## config.mk

```make
export PLATFORM = sky130hd
export DESIGN_NAME = mesi_line_ctrl
export DESIGN_NICKNAME = d
export VERILOG_FILES = /design/src/rtl/mesi_pkg.sv /design/src/rtl/mesi_line_array.sv /design/src/rtl/mesi_snoop_unit.sv /design/src/rtl/mesi_cpu_ctrl.sv /design/src/rtl/mesi_line_ctrl.sv
export SDC_FILE = /design/constraint.sdc
export NUM_CORES = 1
export LEC_CHECK = 0
export ABC_AREA = 1
export BUFFER_PORTS_ARGS = -buffer_cell sky130_fd_sc_hd__clkbuf_2
export CAP_MARGIN = 20
export CELL_PAD_IN_SITES_DETAIL_PLACEMENT = 2
export CELL_PAD_IN_SITES_GLOBAL_PLACEMENT = 2
export CORE_ASPECT_RATIO = 1.5
export CORE_MARGIN = 5
export CORE_UTILIZATION = 31
export DETAILED_ROUTE_END_ITERATION = 8
export GPL_TIMING_DRIVEN = 0
export PLACE_DENSITY_LB_ADDON = 0.1
export SYNTH_ARGS = -nofsm -noshare
export SYNTH_HDL_FRONTEND = slang
export SYNTH_SLANG_ARGS = --single-unit
export TNS_END_PERCENT = 30
```

## constraint.sdc

```tcl
create_clock -name clk_i -period 2.8 [get_ports clk_i]
set_input_delay 0.28 -clock clk_i [delete_from_list [all_inputs] [get_ports clk_i]]
set_output_delay 0.28 -clock clk_i [all_outputs]
set_load 0.01 [all_outputs]
```

## src/rtl/mesi_pkg.sv

```systemverilog
`timescale 1ns/1ps
package mesi_pkg;
  typedef enum logic [1:0] {ST_I = 2'd0, ST_S = 2'd1, ST_E = 2'd2, ST_M = 2'd3} line_state_e;
  typedef enum logic [2:0] {BUS_NONE = 3'd0, BUS_RD = 3'd1, BUS_WR = 3'd2,
                            BUS_INV = 3'd3, BUS_WB = 3'd4} bus_cmd_e;
  typedef enum logic [1:0] {SNP_NONE = 2'd0, SNP_RD = 2'd1, SNP_WR = 2'd2,
                            SNP_INV = 2'd3} snoop_cmd_e;
  typedef enum logic [1:0] {CF_IDLE, CF_WB, CF_UPG, CF_FILL} ctl_state_e;
endpackage

```

## src/rtl/mesi_line_array.sv

```systemverilog
`timescale 1ns/1ps
module mesi_line_array
  import mesi_pkg::*;
#(
  parameter int NUM_LINES = 4,
  parameter int TAG_W     = 4,
  parameter int DATA_W    = 16,
  localparam int IDX_W    = $clog2(NUM_LINES)
) (
  input  logic                         clk_i,
  input  logic                         rst_ni,
  input  logic [IDX_W-1:0]             a_idx_i,
  output line_state_e                  a_state_o,
  output logic [TAG_W-1:0]             a_tag_o,
  output logic [DATA_W-1:0]            a_data_o,
  input  logic [IDX_W-1:0]             b_idx_i,
  output line_state_e                  b_state_o,
  output logic [TAG_W-1:0]             b_tag_o,
  output logic [DATA_W-1:0]            b_data_o,
  input  logic                         wr_en_i,
  input  logic [IDX_W-1:0]             wr_idx_i,
  input  line_state_e                  wr_state_i,
  input  logic [TAG_W-1:0]             wr_tag_i,
  input  logic [DATA_W-1:0]            wr_data_i,
  output line_state_e [NUM_LINES-1:0]  state_vec_o
);
  line_state_e       st_q  [NUM_LINES];
  logic [TAG_W-1:0]  tag_q [NUM_LINES];
  logic [DATA_W-1:0] dat_q [NUM_LINES];

  always_ff @(posedge clk_i or negedge rst_ni) begin
    if (!rst_ni) begin
      for (int i = 0; i < NUM_LINES; i++) begin
        st_q[i]  <= ST_I;
        tag_q[i] <= '0;
        dat_q[i] <= '0;
      end
    end else if (wr_en_i) begin
      for (int i = 0; i < NUM_LINES; i++) begin
        if (wr_idx_i == IDX_W'(i)) begin
          st_q[i]  <= wr_state_i;
          tag_q[i] <= wr_tag_i;
          dat_q[i] <= wr_data_i;
        end
      end
    end
  end

  assign a_state_o = st_q[a_idx_i];
  assign a_tag_o   = tag_q[a_idx_i];
  assign a_data_o  = dat_q[a_idx_i];
  assign b_state_o = st_q[b_idx_i];
  assign b_tag_o   = tag_q[b_idx_i];
  assign b_data_o  = dat_q[b_idx_i];

  for (genvar g = 0; g < NUM_LINES; g++) begin : g_vec
    assign state_vec_o[g] = st_q[g];
  end
endmodule

```

## src/rtl/mesi_snoop_unit.sv

```systemverilog
`timescale 1ns/1ps
module mesi_snoop_unit
  import mesi_pkg::*;
#(
  parameter int TAG_W = 4
) (
  input  logic             valid_i,
  input  snoop_cmd_e       cmd_i,
  input  logic [TAG_W-1:0] snp_tag_i,
  input  line_state_e      line_state_i,
  input  logic [TAG_W-1:0] line_tag_i,
  output logic             hit_o,
  output line_state_e      next_state_o,
  output logic             supply_o
);
  always_comb begin
    hit_o        = valid_i && (cmd_i != SNP_NONE) && (line_state_i != ST_I)
                   && (line_tag_i == snp_tag_i);
    next_state_o = line_state_i;
    supply_o     = 1'b0;
    if (hit_o) begin
      unique case (cmd_i)
        SNP_RD: begin
          next_state_o = ST_S;
          supply_o     = (line_state_i == ST_E) || (line_state_i == ST_M);
        end
        SNP_WR: begin
          next_state_o = ST_I;
          supply_o     = (line_state_i == ST_M);  // memory is stale
        end
        default: next_state_o = ST_I;
      endcase
    end
  end
endmodule

```

## src/rtl/mesi_cpu_ctrl.sv

```systemverilog
`timescale 1ns/1ps
module mesi_cpu_ctrl
  import mesi_pkg::*;
#(
  parameter int IDX_W  = 2,
  parameter int TAG_W  = 4,
  parameter int DATA_W = 16,
  localparam int ADDR_W = TAG_W + IDX_W
) (
  input  logic              clk_i,
  input  logic              rst_ni,
  input  logic              req_i,
  input  logic              we_i,
  input  logic [IDX_W-1:0]  idx_i,
  input  logic [TAG_W-1:0]  tag_i,
  input  logic [DATA_W-1:0] wdata_i,
  input  line_state_e       line_state_i,
  input  logic [TAG_W-1:0]  line_tag_i,
  input  logic [DATA_W-1:0] line_data_i,
  input  logic              snoop_busy_i,
  input  logic              gnt_i,
  input  logic [DATA_W-1:0] fill_data_i,
  input  logic              shared_i,
  output logic              ready_o,
  output logic [DATA_W-1:0] rdata_o,
  output logic              bus_req_o,
  output bus_cmd_e          bus_cmd_o,
  output logic [ADDR_W-1:0] bus_addr_o,
  output logic [DATA_W-1:0] bus_wdata_o,
  output logic              upd_en_o,
  output line_state_e       upd_state_o,
  output logic [TAG_W-1:0]  upd_tag_o,
  output logic [DATA_W-1:0] upd_data_o
);
  ctl_state_e cs_q, cs_d;
  logic       hit, take;

  assign hit     = (line_state_i != ST_I) && (line_tag_i == tag_i);
  assign take    = gnt_i && !snoop_busy_i;
  assign rdata_o = line_data_i;

  always_comb begin
    cs_d        = cs_q;
    ready_o     = 1'b0;
    bus_req_o   = 1'b0;
    bus_cmd_o   = BUS_NONE;
    bus_addr_o  = {tag_i, idx_i};
    bus_wdata_o = line_data_i;
    upd_en_o    = 1'b0;
    upd_state_o = line_state_i;
    upd_tag_o   = line_tag_i;
    upd_data_o  = line_data_i;
    unique case (cs_q)
      CF_IDLE: if (req_i && !snoop_busy_i) begin
        if (hit && !we_i) begin
          ready_o = 1'b1;
        end else if (hit && (line_state_i != ST_S)) begin
          ready_o     = 1'b1;
          upd_en_o    = 1'b1;
          upd_state_o = ST_M;
          upd_data_o  = wdata_i;
        end else if (hit) begin
          cs_d = CF_UPG;
        end else if (line_state_i == ST_M) begin
          cs_d = CF_WB;
        end else begin
          cs_d = CF_FILL;  // clean victim is overwritten silently
        end
      end
      CF_WB: begin
        if (line_state_i != ST_M) begin
          cs_d = CF_IDLE;  // victim lost its dirty data to a snoop
        end else begin
          bus_req_o  = 1'b1;
          bus_cmd_o  = BUS_WB;
          bus_addr_o = {line_tag_i, idx_i};
          if (take) begin
            upd_en_o    = 1'b1;
            upd_state_o = ST_I;
            cs_d        = CF_IDLE;
          end
        end
      end
      CF_UPG: begin
        if (!(hit && line_state_i == ST_S)) begin
          cs_d = CF_IDLE;  // lost the race: retry from idle as a miss
        end else begin
          bus_req_o = 1'b1;
          bus_cmd_o = BUS_INV;
          if (take) begin
            upd_en_o    = 1'b1;
            upd_state_o = ST_M;
            cs_d        = CF_IDLE;
          end
        end
      end
      default: begin
        bus_req_o = 1'b1;
        bus_cmd_o = we_i ? BUS_WR : BUS_RD;
        if (take) begin
          upd_en_o    = 1'b1;
          upd_tag_o   = tag_i;
          upd_data_o  = fill_data_i;
          upd_state_o = we_i ? ST_M : (shared_i ? ST_S : ST_E);
          cs_d        = CF_IDLE;
        end
      end
    endcase
  end

  always_ff @(posedge clk_i or negedge rst_ni) begin
    if (!rst_ni) cs_q <= CF_IDLE;
    else         cs_q <= cs_d;
  end

  // a write-back is only ever issued for a dirty line
  a_r11_wb_dirty: assert property (@(posedge clk_i) disable iff (!rst_ni)
    (bus_req_o && bus_cmd_o == BUS_WB) |-> (line_state_i == ST_M));
endmodule

```

## src/rtl/mesi_line_ctrl.sv

```systemverilog
`timescale 1ns/1ps
module mesi_line_ctrl
  import mesi_pkg::*;
#(
  parameter int NUM_LINES = 4,
  parameter int TAG_W     = 4,
  parameter int DATA_W    = 16,
  localparam int IDX_W    = $clog2(NUM_LINES),
  localparam int ADDR_W   = TAG_W + IDX_W
) (
  input  logic              clk_i,
  input  logic              rst_ni,
  input  logic              cpu_req_i,
  input  logic              cpu_we_i,
  input  logic [ADDR_W-1:0] cpu_addr_i,
  input  logic [DATA_W-1:0] cpu_wdata_i,
  output logic              cpu_ready_o,
  output logic [DATA_W-1:0] cpu_rdata_o,
  output logic              bus_req_o,
  output logic [2:0]        bus_cmd_o,
  output logic [ADDR_W-1:0] bus_addr_o,
  output logic [DATA_W-1:0] bus_wdata_o,
  input  logic              bus_gnt_i,
  input  logic [DATA_W-1:0] bus_rdata_i,
  input  logic              bus_shared_i,
  input  logic              snoop_valid_i,
  input  logic [1:0]        snoop_cmd_i,
  input  logic [ADDR_W-1:0] snoop_addr_i,
  output logic              snoop_supply_o,
  output logic [DATA_W-1:0] snoop_data_o,
  output logic              snoop_shared_o
);
  logic [IDX_W-1:0]  cpu_idx, snp_idx;
  logic [TAG_W-1:0]  cpu_tag, snp_tag;
  line_state_e       a_state, b_state, snp_next, upd_state, wr_state;
  logic [TAG_W-1:0]  a_tag, b_tag, upd_tag, wr_tag;
  logic [DATA_W-1:0] a_data, b_data, upd_data, wr_data;
  logic              snp_hit, upd_en, wr_en;
  logic [IDX_W-1:0]  wr_idx;
  bus_cmd_e          bus_cmd;
  snoop_cmd_e        snp_cmd;
  line_state_e [NUM_LINES-1:0] state_vec;

  assign cpu_idx   = cpu_addr_i[IDX_W-1:0];
  assign cpu_tag   = cpu_addr_i[ADDR_W-1:IDX_W];
  assign snp_idx   = snoop_addr_i[IDX_W-1:0];
  assign snp_tag   = snoop_addr_i[ADDR_W-1:IDX_W];
  assign snp_cmd   = snoop_cmd_e'(snoop_cmd_i);
  assign bus_cmd_o = bus_cmd;

  mesi_line_array #(.NUM_LINES(NUM_LINES), .TAG_W(TAG_W), .DATA_W(DATA_W)) u_array (
    .clk_i, .rst_ni,
    .a_idx_i(cpu_idx), .a_state_o(a_state), .a_tag_o(a_tag), .a_data_o(a_data),
    .b_idx_i(snp_idx), .b_state_o(b_state), .b_tag_o(b_tag), .b_data_o(b_data),
    .wr_en_i(wr_en), .wr_idx_i(wr_idx), .wr_state_i(wr_state),
    .wr_tag_i(wr_tag), .wr_data_i(wr_data), .state_vec_o(state_vec)
  );

  mesi_snoop_unit #(.TAG_W(TAG_W)) u_snoop (
    .valid_i(snoop_valid_i), .cmd_i(snp_cmd), .snp_tag_i(snp_tag),
    .line_state_i(b_state), .line_tag_i(b_tag),
    .hit_o(snp_hit), .next_state_o(snp_next), .supply_o(snoop_supply_o)
  );

  mesi_cpu_ctrl #(.IDX_W(IDX_W), .TAG_W(TAG_W), .DATA_W(DATA_W)) u_cpu (
    .clk_i, .rst_ni,
    .req_i(cpu_req_i), .we_i(cpu_we_i), .idx_i(cpu_idx), .tag_i(cpu_tag),
    .wdata_i(cpu_wdata_i), .line_state_i(a_state), .line_tag_i(a_tag),
    .line_data_i(a_data), .snoop_busy_i(snoop_valid_i), .gnt_i(bus_gnt_i),
    .fill_data_i(bus_rdata_i), .shared_i(bus_shared_i),
    .ready_o(cpu_ready_o), .rdata_o(cpu_rdata_o),
    .bus_req_o(bus_req_o), .bus_cmd_o(bus_cmd), .bus_addr_o(bus_addr_o),
    .bus_wdata_o(bus_wdata_o), .upd_en_o(upd_en), .upd_state_o(upd_state),
    .upd_tag_o(upd_tag), .upd_data_o(upd_data)
  );

  // single write port: snoop wins, local side is stalled in snoop cycles
  assign wr_en    = snp_hit | upd_en;
  assign wr_idx   = snp_hit ? snp_idx  : cpu_idx;
  assign wr_state = snp_hit ? snp_next : upd_state;
  assign wr_tag   = snp_hit ? b_tag    : upd_tag;
  assign wr_data  = snp_hit ? b_data   : upd_data;

  assign snoop_data_o   = b_data;
  assign snoop_shared_o = snp_hit;

  a_r12_snoop_stalls_cpu: assert property (@(posedge clk_i) disable iff (!rst_ni)
    snoop_valid_i |-> !cpu_ready_o);
  a_r5_no_ready_while_bus: assert property (@(posedge clk_i) disable iff (!rst_ni)
    bus_req_o |-> !cpu_ready_o);
  a_r8_supply_cause: assert property (@(posedge clk_i) disable iff (!rst_ni)
    snoop_supply_o |-> (snoop_valid_i && snoop_shared_o && snp_cmd != SNP_INV));
  a_r7_snoop_kills: assert property (@(posedge clk_i) disable iff (!rst_ni)
    (snoop_shared_o && snp_cmd != SNP_RD) |=> (state_vec[$past(snp_idx)] == ST_I));
  a_r8_snoop_read_shares: assert property (@(posedge clk_i) disable iff (!rst_ni)
    (snoop_shared_o && snp_cmd == SNP_RD) |=> (state_vec[$past(snp_idx)] == ST_S));
  a_r4_write_makes_m: assert property (@(posedge clk_i) disable iff (!rst_ni)
    (cpu_ready_o && cpu_we_i) |=> (state_vec[$past(cpu_idx)] == ST_M));
  a_r5_upgrade_makes_m: assert property (@(posedge clk_i) disable iff (!rst_ni)
    (bus_req_o && bus_gnt_i && !snoop_valid_i && bus_cmd == BUS_INV)
    |=> (state_vec[$past(cpu_idx)] == ST_M));
endmodule

```

* Yosys cells after proc, flatten, opt, wreduce, memory -nomap -nowiden
Index checks and enable logic that the tools add are counted.
Word-level totals: register bits 90, bits of input ports 53, output and inout port bits 61, word-level logic and storage cells 131
Operators by class: $lt $le $gt $ge 2, eq/ne operators 18, multiplexer cells 71, bitwise operators 3, reduce and logical (&&, ||, !) cells 24
Operators by type and width (number):
- two-way mux 16 bit | 9
- binary-select mux 16 bit (select 2 bit) | 2
- two-way mux 2 bit | 26
- one-hot mux 16 bit (2 select lines) | 1
- two-way mux 4 bit | 7
- binary-select mux 4 bit (select 2 bit) | 2
- == test 2 bit, second input constant | 7
- two-way mux 1 bit | 13
- two-way mux 6 bit | 2
- one-hot mux 2 bit (3 select lines) | 2
- logical AND 1 bit | 9
- one-hot mux 3 bit (3 select lines) | 1
- binary-select mux 2 bit (select 2 bit) | 2
- == test 2 x 1 -> 1 bit, second input constant | 4
- == test 4 bit | 2
- AND reduction 2 bit | 4
- >= comparator 3 bit, second input constant | 2
- != test 2 bit, second input constant | 3
- NOT 2 -> 3 bit | 2
- one-hot mux 1 bit (3 select lines) | 2
- nonzero test 2 bit | 3
- zero test 2 bit | 2
- != test 2 x 1 -> 1 bit, second input constant | 2
- two-way mux 3 bit | 1
- other kinds (7) | 8

* Longest topological paths before layout
Gate-level depths: netlist (run 1).
depth after elaboration 13, gate-level depth with buffers 19, gate-level depth less buffers 16

* Modules after synthesis
From an unflattened synthesis (run 1), not the netlist that was laid out.
Second synthesis, totals: cell total of the unflattened synthesis 1266, area, all modules 7800.0 µm²
By module, submodules not included:
- mesi_line_array | times used 1, cells each 815, area an instance 5522.8 µm², seq. area each 2202.1 µm²
- mesi_cpu_ctrl | times used 1, cells each 334, area an instance 1724.2 µm², seq. area each 50.0 µm²
- mesi_line_ctrl | times used 1, cells each 79, area an instance 361.6 µm², seq. area each 0.0 µm²
- mesi_snoop_unit | times used 1, cells each 38, area an instance 191.4 µm², seq. area each 0.0 µm²

* Least setup slack after synthesis (run 1)
No wires, ideal clock.
kind input -> register, start point in cpu_addr_i[0], end point reg u_array.dat_q[36] (netlist bit), setup time 0.117 ns, arrival time 1.975 ns, data required time 2.683 ns, setup slack 0.707 ns, cell stages on the path 17, path buffers 3, path through buf_6 -> buf_4 -> nand2_1 -> nand3_1 -> nand2_1 -> nand2_1 -> nand2_2 -> inv_2 -> nand2_4 -> nor2_8 -> nand2_4 -> nand3_4 -> a21oi_4 -> nor2_4 -> buf_4 -> nand3_1 -> nand2_1
Between the ends: cells in the longest elaborated chain, start to end 13, elaborated cells between the ends (all ways) 35, those cells by class eq/ne (5); mux (22); bitwise (2); reduce/logical (6)
RTL lines:
- start, declared | RTL line mesi_line_ctrl.sv:15 | input logic [ADDR_W-1:0] cpu_addr_i,
- NOT 2 -> 3 bit (implied by the code) | RTL line mesi_line_array.sv:49, mesi_line_array.sv:50, mesi_line_array.sv:51
- binary-select mux 4 bit (select 2 bit) / binary-select mux 2 bit (select 2 bit) (equally long branches) | RTL line mesi_line_array.sv:50, mesi_line_array.sv:49
- two-way mux 4 bit (implied by the code) / two-way mux 2 bit (equally long branches) (2 in series) | RTL line mesi_line_array.sv:50, mesi_line_array.sv:49
- == test 4 bit / nonzero test 2 bit (equally long branches) | RTL line mesi_cpu_ctrl.sv:38 | assign hit = (line_state_i != ST_I) && (line_tag_i == tag_i);
- logical AND 1 bit | RTL line mesi_cpu_ctrl.sv:38
- logical AND 1 bit | RTL line mesi_cpu_ctrl.sv:57 | end else if (hit && (line_state_i != ST_S)) begin
- two-way mux 1 bit | RTL line mesi_cpu_ctrl.sv:57
- two-way mux 1 bit | RTL line mesi_cpu_ctrl.sv:55 | if (hit && !we_i) begin
- two-way mux 1 bit | RTL line mesi_cpu_ctrl.sv:54 | CF_IDLE: if (req_i && !snoop_busy_i) begin
- one-hot mux 1 bit (3 select lines) | RTL line mesi_cpu_ctrl.sv:53 | unique case (cs_q)
- OR 1 bit | RTL line mesi_line_ctrl.sv:78 | assign wr_en = snp_hit | upd_en;
- AND reduction 2 bit (no source line)
- end signal, assigned by index | RTL line mesi_line_array.sv:43 | dat_q[i] <= wr_data_i;
- end, declared | RTL line mesi_line_array.sv:29 | logic [DATA_W-1:0] dat_q [NUM_LINES];
Parallel ways exist; a longest one is shown, timed or not. The select of a mux whose other input is x is not followed. A chain may end at the register's enable or synchronous reset.

* Worst setup path in the final report (run 1)
start point reg u_array.tag_q[6] (netlist bit), end point out snoop_supply_o
Between the ends: cells in the longest elaborated chain, start to end 6
RTL lines:
- start, declared | RTL line mesi_line_array.sv:28 | logic [TAG_W-1:0] tag_q [NUM_LINES];
- start signal, assigned by index | RTL line mesi_line_array.sv:42 | tag_q[i] <= wr_tag_i;
- binary-select mux 4 bit (select 2 bit) | RTL line mesi_line_array.sv:53 | assign b_tag_o = tag_q[b_idx_i];
- two-way mux 4 bit (implied by the code) (2 in series) | RTL line mesi_line_array.sv:53
- == test 4 bit | RTL line mesi_snoop_unit.sv:18 | && (line_tag_i == snp_tag_i);
- logical AND 1 bit | RTL line mesi_snoop_unit.sv:18
- two-way mux 1 bit | RTL line mesi_snoop_unit.sv:21 | if (hit_o) begin
- end, declared | RTL line mesi_line_ctrl.sv:29 | output logic snoop_supply_o,
Every way passes these cells. The select of a mux whose other input is x is not followed.

==> reports/qor.txt, run 1 <==
post-synthesis sequential area ratio: 33.14%
# nets final: 1228
Synth async-reset ratio: 100.0%
Post-Synthesis Cells: 1041
initial antenna violation count: 0
worst-skew pair later-pin latency: 360 ps
crit path kind: reg -> out
hold_ws: 475.5 ps
vias post-DR: 7799
Ports: 114
CTS tree: yes
final critical-path share of the clock period: 96.81%
Die H: 191.3 um
design area: 8073 um^2
Max rail drop VDD: 307.0 uV
CP max-delay cell: dfrtp_1
R2R depth: 12
H-tree Lvls: 3
crit end category: primary output
highest-count cells in the layout ignoring fill and taps: nand2_1 (370), clkbuf_2 (118), nand3_1 (108)
share of cells above drive strength 1: 18.26%
Rows: 66
min Tclk post-route: 2711 ps
reg2reg end: u_array.tag_q[7]
top cell type by total area after synthesis: dfrtp_1
Synth Net Count: 1102
hold depth: 7
DR vias/cell: 5.401
post-DR wirelength/cell: 22.89 um
Initial Util: 31.41%
Startpoint Class: flop
Die W: 130.9 um
1st-pass router iterations: 4
total core area: 21640 um^2
GP Congestion: 0.8291
Post-Syn Area: 6797 um^2
Yosys cell types: 38
hold path startpoint: bus_rdata_i[8]
Final Hold Fails: 0
ranking of synthesized cells by area: dfrtp_1 (33%), nand2_1 (20%), nand3_1 (8.0%)
stages on the worst setup path: 10
number of flops mapped to enable cells by yosys: 0
Synth Flop Type: dfrtp_1
post-route ant nets: 0
Pleak: 4.384 nW
RSZ-0062 raised after global routing: yes
fill count: 2759
global-route wire length before repair: 50630 um
PortBufs: 112
outcome: complete, no violations
total grt overflow: 0
Max Cap Viol: 0
reg2reg setup slack: 220 ps
Placement Cell Area: 7727 um^2
PD cells: 839.5 nW/um^2
Top delay family on crit path: simple AND/OR/NAND/NOR gates
worst hold path type: in -> reg
top cell type's share of synthesized area: 33.14%
Clock Skew: 9.455 ps
area grow syn2layout: 18.78%
WL final: 33050 um
endpoints failing setup: 0
Clock transition at path regs: 70 ps
CTS Sinks: 90
gr usage total: 27.13%
setup_tns: 0 ps
DP HPWL: 25060 um
Synth Register Bits: 90
root buf cell: clkbuf_16
syn_area_per_cell: 6.529 um^2
Iteration-0 DRC Markers: 369
DR DRC count: 0
Max Root-Sink Buffers: 2
largest net degree at the start of global routing: 49
Critical Path AT: 2430 ps
total CTS buffers: 9
Hold Crit Endpoint: u_array.dat_q[24]
Buf/Inv on CP: 4
Max Clk Rate: 0.3689 GHz
Ys Warns: 0
Req. time, crit path: 2520 ps
Final Max Slew Viols: 0
reg2reg start: u_array.tag_q[6]
die area: 25050 um^2
antenna fix cells: 0
crit-path max cell delay: 360 ps
commonest non-fill, non-tap cell in the layout: nand2_1
critical path peak fanout: 10
vias in the first global route: 8567
CP Cell Sequence: inv_1, o21ai_0, nand2_1, xnor2_1, nor2_2, nand3_2, buf_4, buf_2, nor2_1, clkbuf_2
Worst-Margin Slew: 785.7 ps
max_slew headroom: 47.62%
==> kinds of logic (layout without fill, tap and decap cells) <==
logic type / count (synthesis) / after routing / synth area share, %
compound gates: 203 / 203 / 15.76
fa+ha+maj: 8 / 8 / 1.473
buf+inv: 166 / 297 / 12.22
flops: 90 / 90 / 33.14
xor+xnor: 3 / 3 / 0.4972
simple gates: 571 / 571 / 36.91
==> registers in the layout, summed over array words and instances (netlist names) <==
name,cells
u_array.state_vec_o,8
u_array.tag_q,16
u_cpu.cs_q,2
u_array.dat_q,64
==> Yosys cell counts, types with 3 or more instances <==
library cell  number
nand2_1          370
nand3_1          108
o21ai_0          104
dfrtp_1           90
inv_1             79
a21oi_1           58
nor2_1            42
buf_4             29
clkbuf_1          29
o22ai_1           16
or2_1             16
o21ai_1           15
buf_6             11
nand4_1           10
ha_1               8
inv_2              6
o211ai_1           6
buf_2              5
inv_4              4
nand2_2            4
buf_1              3
nand3_2            3
nand3b_1           3
nor2_8             3
==> what timing repair did <==
action / CTS / global route
pin swaps: 0 / 2
setup buffers: 0 / 1
resized for setup: 2 / 11
setup endpoints to repair: 7 / 77
hold buffers: 1 / 0
hold endpoints to repair: 1 / 0
==> worst register-to-register path, stage by stage, from the launching register on <==
cell	delay, ps
dfrtp_1	360
inv_1	60
o21ai_0	200
nand2_1	140
xnor2_1	260
nor2_2	130
nand3_2	140
buf_4	190
buf_2	320
o211ai_1	200
o21ai_1	330
nand2_1	110
nand2_1	90
==> how the worst max path moves through the flow <==
stage / start / to / slack [ps]
detailed placement: snoop_addr_i[0] / u_array.state_vec_o[0] / -410
finish: u_array.tag_q[6] / snoop_supply_o / 90
floorplan: cpu_addr_i[0] / u_array.dat_q[36] / 710
global route: u_array.tag_q[6] / snoop_supply_o / -70
CTS: u_array.tag_q[8] / snoop_supply_o / -30
global placement: snoop_addr_i[0] / u_array.state_vec_o[6] / -310
==> power by group <==
group | switching [W] | internal (W) | total (W) | leakage, nW
combinational | 0.00220 | 0.00105 | 0.00325 | 3.05
sequential | 0.000415 | 0.00178 | 0.00220 | 1.19
clock | 0.000602 | 0.000726 | 0.00133 | 0.151
total | 0.00322 | 0.00356 | 0.00678 | 4.38
==> cell type report <==
| cell class | instances | area [um^2] | share of cell area, % |
|---|---|---|---|
| sequential | 90 | 2252 | 27.90 |
| clock buffer | 11 | 242.7 | 3.007 |
| tap | 272 | 340.3 | 4.216 |
| multi-input combinational | 785 | 3729 | 46.19 |
| buffer | 77 | 495.5 | 6.138 |
| clock inverter | 5 | 61.31 | 0.7595 |
| inverter | 89 | 344.1 | 4.262 |
| timing repair buffer | 115 | 608.1 | 7.533 |
==> layer usage <==
metal	up-vias	routed length, um	global-route usage [%]
li1	3606	-	-
met1	3926	12810	30.50
met2	195	17580	49.84
met3	72	1112	3.383
met4	0	1550	12.43
met5	-	0	0
==> metrics by stage <==
stage          worst slack, ps  power [W]  cells  util (%)
2_1_floorplan            707.4   0.004143   1041         -
3_3_place_gp            -313.6   0.005332   1425     35.58
3_5_place_dp            -412.3   0.005455   1426     35.72
4_1_cts                 -29.71   0.006820   1443     37.18
5_1_grt                 -66.75   0.007302   1444     37.31
6_report                 89.25   0.006777   1444     37.31
Note: power is estimated with default switching activity, not from simulation.
==> run 2, diff against run 1 <==
ABC_AREA = unset   (was 1)
CORE_UTILIZATION = 36   (was 31)
==> reports/qor.txt, run 2 <==
Clock Skew: 11.58 ps (was 9.455 ps)
top cell type by total area after synthesis: dfrtp_1 (unchanged)
fill count: 1776 (was 2759)
Max rail drop VDD: 349.1 uV (was 307.0 uV)
1st-pass router iterations: 5 (was 4)
Post-Synthesis Cells: 590 (was 1041)
antenna fix cells: 0 (unchanged)
Max Cap Viol: 0 (unchanged)
Synth async-reset ratio: 100.0% (unchanged)
Pleak: 3.546 nW (was 4.384 nW)
share of cells above drive strength 1: 45.90% (was 18.26%)
vias post-DR: 5738 (was 7799)
Iteration-0 DRC Markers: 199 (was 369)
outcome: finished, violations left (was complete, no violations)
total grt overflow: 0 (unchanged)
PortBufs: 109 (was 112)
Rows: 58 (was 66)
Max Clk Rate: 0.3288 GHz (was 0.3689 GHz)
ranking of synthesized cells by area: dfrtp_1 (37%), mux4_2 (16%), nand2_1 (6.8%) (was dfrtp_1 (33%), nand2_1 (20%), nand3_1 (8.0%))
WL final: 26900 um (was 33050 um)
register area: 2252 um^2 (unchanged)
reg2reg end: u_array.state_vec_o[1] (was u_array.tag_q[7])
post-synthesis sequential area ratio: 37.24% (was 33.14%)
footprint of the multi-input gates: 3765 um^2 (was 3729 um^2)
DR DRC count: 0 (unchanged)
crit path kind: reg -> reg (was reg -> out)
gr usage total: 26.15% (was 27.13%)
endpoints failing setup: 63 (was 0)
root buf cell: clkbuf_16 (unchanged)
die area: 19540 um^2 (was 25050 um^2)
failing checks: negative setup slack
# nets final: 799 (was 1228)
Final Hold Fails: 0 (unchanged)
Synth Flop Type: dfrtp_1 (unchanged)
Startpoint Class: flop (unchanged)
post-route ant nets: 0 (unchanged)
PD cells: 677.0 nW/um^2 (was 839.5 nW/um^2)
H-tree Lvls: 3 (unchanged)
Critical Path AT: 3320 ps (was 2430 ps)
global-route wire length before repair: 38390 um (was 50630 um)
initial antenna violation count: 0 (unchanged)
# placed instances: 910 (was 1426)
Max Root-Sink Buffers: 2 (unchanged)
GP Congestion: 0.8541 (was 0.8291)
reg2reg start: u_array.state_vec_o[7] (was u_array.tag_q[6])
total CTS buffers: 9 (unchanged)
top cell type's share of synthesized area: 37.24% (was 33.14%)
Post-Syn Area: 6047 um^2 (was 6797 um^2)
max_slew headroom: 33.42% (was 47.62%)
Synth Register Bits: 90 (unchanged)
Most flops, register: u_array.dat_q (unchanged)
Worst-Margin Slew: 998.8 ps (was 785.7 ps)
top-count cell post-synth: nand2_1 (unchanged)
reg2reg setup slack: -240 ps (was 220 ps)
Synth Net Count: 651 (was 1102)
Ports: 114 (unchanged)
critical path peak fanout: 10 (unchanged)
Ys Warns: 0 (unchanged)
Yosys cell types: 48 (was 38)
CTS tree: yes (unchanged)
worst hold path type: in -> async (was in -> reg)
Die W: 115.8 um (was 130.9 um)
DR vias/cell: 6.021 (was 5.401)
number of flops mapped to enable cells by yosys: 0 (unchanged)
DP HPWL: 17740 um (was 25060 um)
largest net degree at the start of global routing: 65 (was 49)
Final Max Slew Viols: 0 (unchanged)
min Tclk post-route: 3041 ps (was 2711 ps)
Clock transition at path regs: 80 ps (was 70 ps)
vias in the first global route: 6511 (was 8567)
worst-skew pair later-pin latency: 360 ps (about the same)
commonest non-fill, non-tap cell in the layout: clkbuf_2 (was nand2_1)
Die H: 168.7 um (was 191.3 um)
highest-count cells in the layout ignoring fill and taps: clkbuf_2 (110), nand2_1 (107), dfrtp_1 (90) (was nand2_1 (370), clkbuf_2 (118), nand3_1 (108))
setup ws final: -241.4 ps (was 89.25 ps)
Commonest cells post-synth: nand2_1 (109), dfrtp_1 (90), o21ai_0 (49), mux4_2 (44), a21oi_1 (37) (was nand2_1 (370), nand3_1 (108), o21ai_0 (104), dfrtp_1 (90), inv_1 (79))
syn_area_per_cell: 10.25 um^2 (was 6.529 um^2)
area grow syn2layout: 31.72% (was 18.78%)
Req. time, crit path: 3080 ps (was 2520 ps)
crit end category: flop (was primary output)
Core Util, Final: 47.93% (was 37.31%)
Layout Cells excl Fill: 953 (was 1444)
Initial Util: 36.39% (was 31.41%)
RSZ-0062 raised after global routing: yes (unchanged)
R2R depth: 10 (was 12)
total core area: 16620 um^2 (was 21640 um^2)
post-DR wirelength/cell: 28.22 um (was 22.89 um)
CP startpoint: u_array.state_vec_o[7] (was u_array.tag_q[6])
CTS Sinks: 90 (unchanged)
max reg flops: 64 (unchanged)
Critical Path End: u_array.state_vec_o[1] (was snoop_supply_o)
final critical-path share of the clock period: 108.6% (was 96.81%)
==> run 2: worst min path at each step <==
stage	start	end	slack, ps	cells after the start
after floorplan	rst_ni	u_array.dat_q[0]	-20	0
after global placement	u_array.dat_q[18]	u_array.dat_q[18]	470	2
after detailed placement	rst_ni	u_array.dat_q[42]	270	1
after CTS	cpu_we_i	u_cpu.cs_q[1]	390	4
after global routing	rst_ni	u_array.dat_q[42]	460	2
final	rst_ni	u_array.dat_q[42]	410	2
==> run 2: metrics by stage <==
step / hold slack (ps) / TNS (ps) / total power [W] / instance area, um^2 / setup WS [ps]
after CTS: 393.7 / -1398 / 0.005131 / 7437 / -78.97
final: 405.3 / -6548 / 0.005393 / 7965 / -241.4
after floorplan: -15.59 / 0 / 0.003028 / 6047 / 23.79
after global placement: 474.4 / -75080 / 0.003675 / 6855 / -1082
after global routing: 459.2 / -8108 / 0.005671 / 7965 / -235.6
after detailed placement: 272.2 / -78450 / 0.003814 / 6885 / -1116
==> run 2: worst max-delay path: stages (launching register included) <==
cell	delay (ps)
dfrtp_1	410
mux4_2	490
buf_2	220
nor2b_2	240
nand3_1	240
o22ai_4	370
o32a_1	310
buf_4	160
buf_6	150
buf_12	130
mux2i_1	220
==> run 2: area by class of cell <==
class	instances	area share (%)
plain buffers	68	6.063
repair buffers	138	10.84
inverters	10	0.5341
clock buffers	9	2.828
flip-flops and latches	90	28.28
clock inverters	7	0.8954
multi-input cells	421	47.27
well taps	210	3.299
==> run 2: timing repair <==
| action | CTS | global route |
|---|---|---|
| cloned | 0 | 2 |
| hold buffers | 1 | 0 |
| setup endpoints to repair | 95 | 95 |
| resized for setup | 46 | 100 |
| pin swaps | 8 | 6 |
| setup buffers | 10 | 14 |
| hold endpoints to repair | 26 | 0 |
==> run 2: cell families after synthesis <==
group	Yosys count	share of synthesized area (%)
xor+xnor	9	1.303
flops	90	37.24
fa+ha+maj	8	1.655
buf+inv	79	6.600
mux	93	25.41
simple gates	180	14.03
compound gates	131	13.76
==> run 2: report_power, final <==
group	internal [W]	leakage (nW)	switching, W
Clock	0.000628	0.139	0.000619
Combinational	0.000953	2.18	0.00144
Sequential	0.00155	1.22	0.000211
==> run 2: routing by layer <==
layer	share of wire, %	wire length, um	global-route usage [%]
met5	0	0	0
met1	38	10130	30.15
met2	55	14720	48.96
met3	3.5	941	2.825
met4	4.1	1101	9.288
==> run 3, diff against run 2 <==
SKIP_CTS_REPAIR_TIMING = 1   (was unset)
==> reports/qor.txt, run 3 (synthesis results as in run 2) <==
outcome: finished, violations left (unchanged)
failing checks: negative setup slack (unchanged)
largest net degree at the start of global routing: 65 (unchanged)
Iteration-0 DRC Markers: 233 (was 199)
Placement Cell Area: 6885 um^2 (unchanged)
design area: 7626 um^2 (was 7965 um^2)
Sw Share: 41.37% (was 42.03%)
Pleak: 3.413 nW (was 3.546 nW)
Max Root-Sink Buffers: 2 (unchanged)
Startpoint Class: flop (unchanged)
CP max-delay cell: or4_4 (was mux4_2)
R2R depth: 8 (was 10)
max_slew headroom: 35.75% (was 33.42%)
worst-skew pair later-pin latency: 370 ps (was 360 ps)
share of cells above drive strength 1: 42.02% (was 45.90%)
critical path peak fanout: 5 (was 10)
commonest non-fill, non-tap cell in the layout: clkbuf_2 (unchanged)
# nets final: 789 (was 799)
max reg flops: 64 (unchanged)
Max Clk Rate: 0.3386 GHz (was 0.3288 GHz)
gr usage total: 25.29% (was 26.15%)
Max rail drop VDD: 353.1 uV (was 349.1 uV)
setup ws final: -153.6 ps (was -241.4 ps)
PD cells: 683.0 nW/um^2 (was 677.0 nW/um^2)
Pint: 0.003054 W (was 0.003126 W)
highest-count cells in the layout ignoring fill and taps: clkbuf_2 (114), nand2_1 (108), dfrtp_1 (90) (was clkbuf_2 (110), nand2_1 (107), dfrtp_1 (90))
PortBufs: 109 (unchanged)
reg2reg setup slack: -150 ps (was -240 ps)
Worst-Margin Slew: 963.8 ps (was 998.8 ps)
total grt overflow: 0 (unchanged)
root buf cell: clkbuf_16 (unchanged)
GP Congestion: 0.8541 (unchanged)
DR DRC count: 0 (unchanged)
final critical-path share of the clock period: 105.5% (was 108.6%)
post-route ant nets: 0 (unchanged)
Req. time, crit path: 3050 ps (was 3080 ps)
crit-path max cell delay: 570 ps (was 490 ps)
fill count: 1825 (was 1776)
GR peak layer: met2 (unchanged)
reg2reg start: u_array.tag_q[2] (was u_array.state_vec_o[7])
grt met3 use: 3.183% (was 2.825%)
DP HPWL: 17740 um (unchanged)
global-route wire length before repair: 36960 um (was 38390 um)
vias in the first global route: 6323 (was 6511)
die area: 19540 um^2 (unchanged)
CTS tree: yes (unchanged)
Clock Skew: 14.06 ps (was 11.58 ps)
Final Hold Fails: 0 (unchanged)
post-DR wirelength/cell: 26.43 um (was 28.22 um)
GR Util met1: 29.19% (was 30.15%)
RSZ-0062 raised after global routing: yes (unchanged)
area grow syn2layout: 26.11% (was 31.72%)
Ports: 114 (unchanged)
CP Cell Sequence: mux4_2, xor2_2, or4_4, nor4b_4, o32ai_4, buf_6, buf_4, mux2_2 (was mux4_2, buf_2, nor2b_2, nand3_1, o22ai_4, o32a_1, buf_4, buf_6, buf_12, mux2i_1)
Clock transition at path regs: 80 ps (about the same)
GR Util met2: 47.21% (was 48.96%)
Place WS: -1116 ps (unchanged)
Die H: 168.7 um (unchanged)
1st-pass router iterations: 4 (was 5)
reg2reg end: u_array.dat_q[32] (was u_array.state_vec_o[1])
Initial Util: 36.39% (unchanged)
sequential share of power: 33.5% (was 32.6%)
H-tree Lvls: 3 (unchanged)
vias post-DR: 5501 (was 5738)
Rows: 58 (unchanged)
switching pwr: 0.002155 W (was 0.002266 W)
crit end category: flop (unchanged)
Final Max Slew Viols: 0 (unchanged)
Most flops, register: u_array.dat_q (unchanged)
WL final: 24920 um (was 26900 um)
worst hold path type: in -> async (unchanged)
initial antenna violation count: 0 (unchanged)
Critical Path AT: 3200 ps (was 3320 ps)
total core area: 16620 um^2 (unchanged)
total CTS buffers: 9 (unchanged)
crit path kind: reg -> reg (unchanged)
Die W: 115.8 um (unchanged)
hold_ws: 408.9 ps (was 405.3 ps)
antenna fix cells: 0 (unchanged)
min Tclk post-route: 2954 ps (was 3041 ps)
CTS Sinks: 90 (unchanged)
Clk pwr share: 24.0% (was 23.1%)
Core Util, Final: 45.89% (was 47.93%)
combinational share of power: 42.6% (was 44.3%)
endpoints failing setup: 56 (was 63)
DR vias/cell: 5.834 (was 6.021)
Max Cap Viol: 0 (unchanged)
Final Power: 0.005209 W (was 0.005393 W)
run 3: critical path, delay by kind of cell (launching register included):
kind | cells | cell delay (ps)
AOI/OAI and AO/OA | 1 | 220
DFF | 1 | 410
xor gates and xnor gates | 1 | 200
and+or+nand+nor | 2 | 920
muxes | 2 | 800
buffers and inverters | 2 | 310
run 3: how the worst max path moves through the flow:
stage	from	endpoint	cells after the start
floorplan	cpu_addr_i[0]	u_array.dat_q[10]	8
global placement	snoop_addr_i[1]	u_array.dat_q[43]	9
detailed placement	snoop_addr_i[1]	u_array.dat_q[42]	9
CTS	u_array.state_vec_o[7]	u_array.dat_q[42]	8
global route	u_array.tag_q[2]	u_array.dat_q[32]	8
finish	u_array.tag_q[2]	u_array.dat_q[32]	8
run 3: area by class of cell:
cell class                 instances  area (um^2)  area share (%)
buffer                            69        459.2           6.021
clock buffer                       9        225.2           2.953
clock inverter                     7        71.32          0.9352
inverter                          10        42.54          0.5578
multi-input combinational        421         3592           47.10
sequential                        90         2252           29.53
tap                              210        262.8           3.445
timing repair buffer             127        720.7           9.450
run 3: power groups by stage:
stage               logic (W)  clock network (W)  registers, W
floorplan             0.00134                  0       0.00169
global placement      0.00195                  0       0.00172
detailed placement    0.00205                  0       0.00176
CTS                   0.00207            0.00126       0.00174
global route          0.00241            0.00132       0.00178
finish                0.00222            0.00125       0.00174
run 3: per-layer routing:
layer	vias to the layer above	part of all wire, %
met5	-	0
met4	0	3.6
met3	49	3.5
met2	151	55
met1	2851	38
li1	2450	-
run 3: per-stage QoR:
stage,TNS (ps),instances
2_1_floorplan,0,590
3_3_place_gp,-75080,909
3_5_place_dp,-78450,910
4_1_cts,-58330,926
5_1_grt,-10120,943
6_report,-2779,943
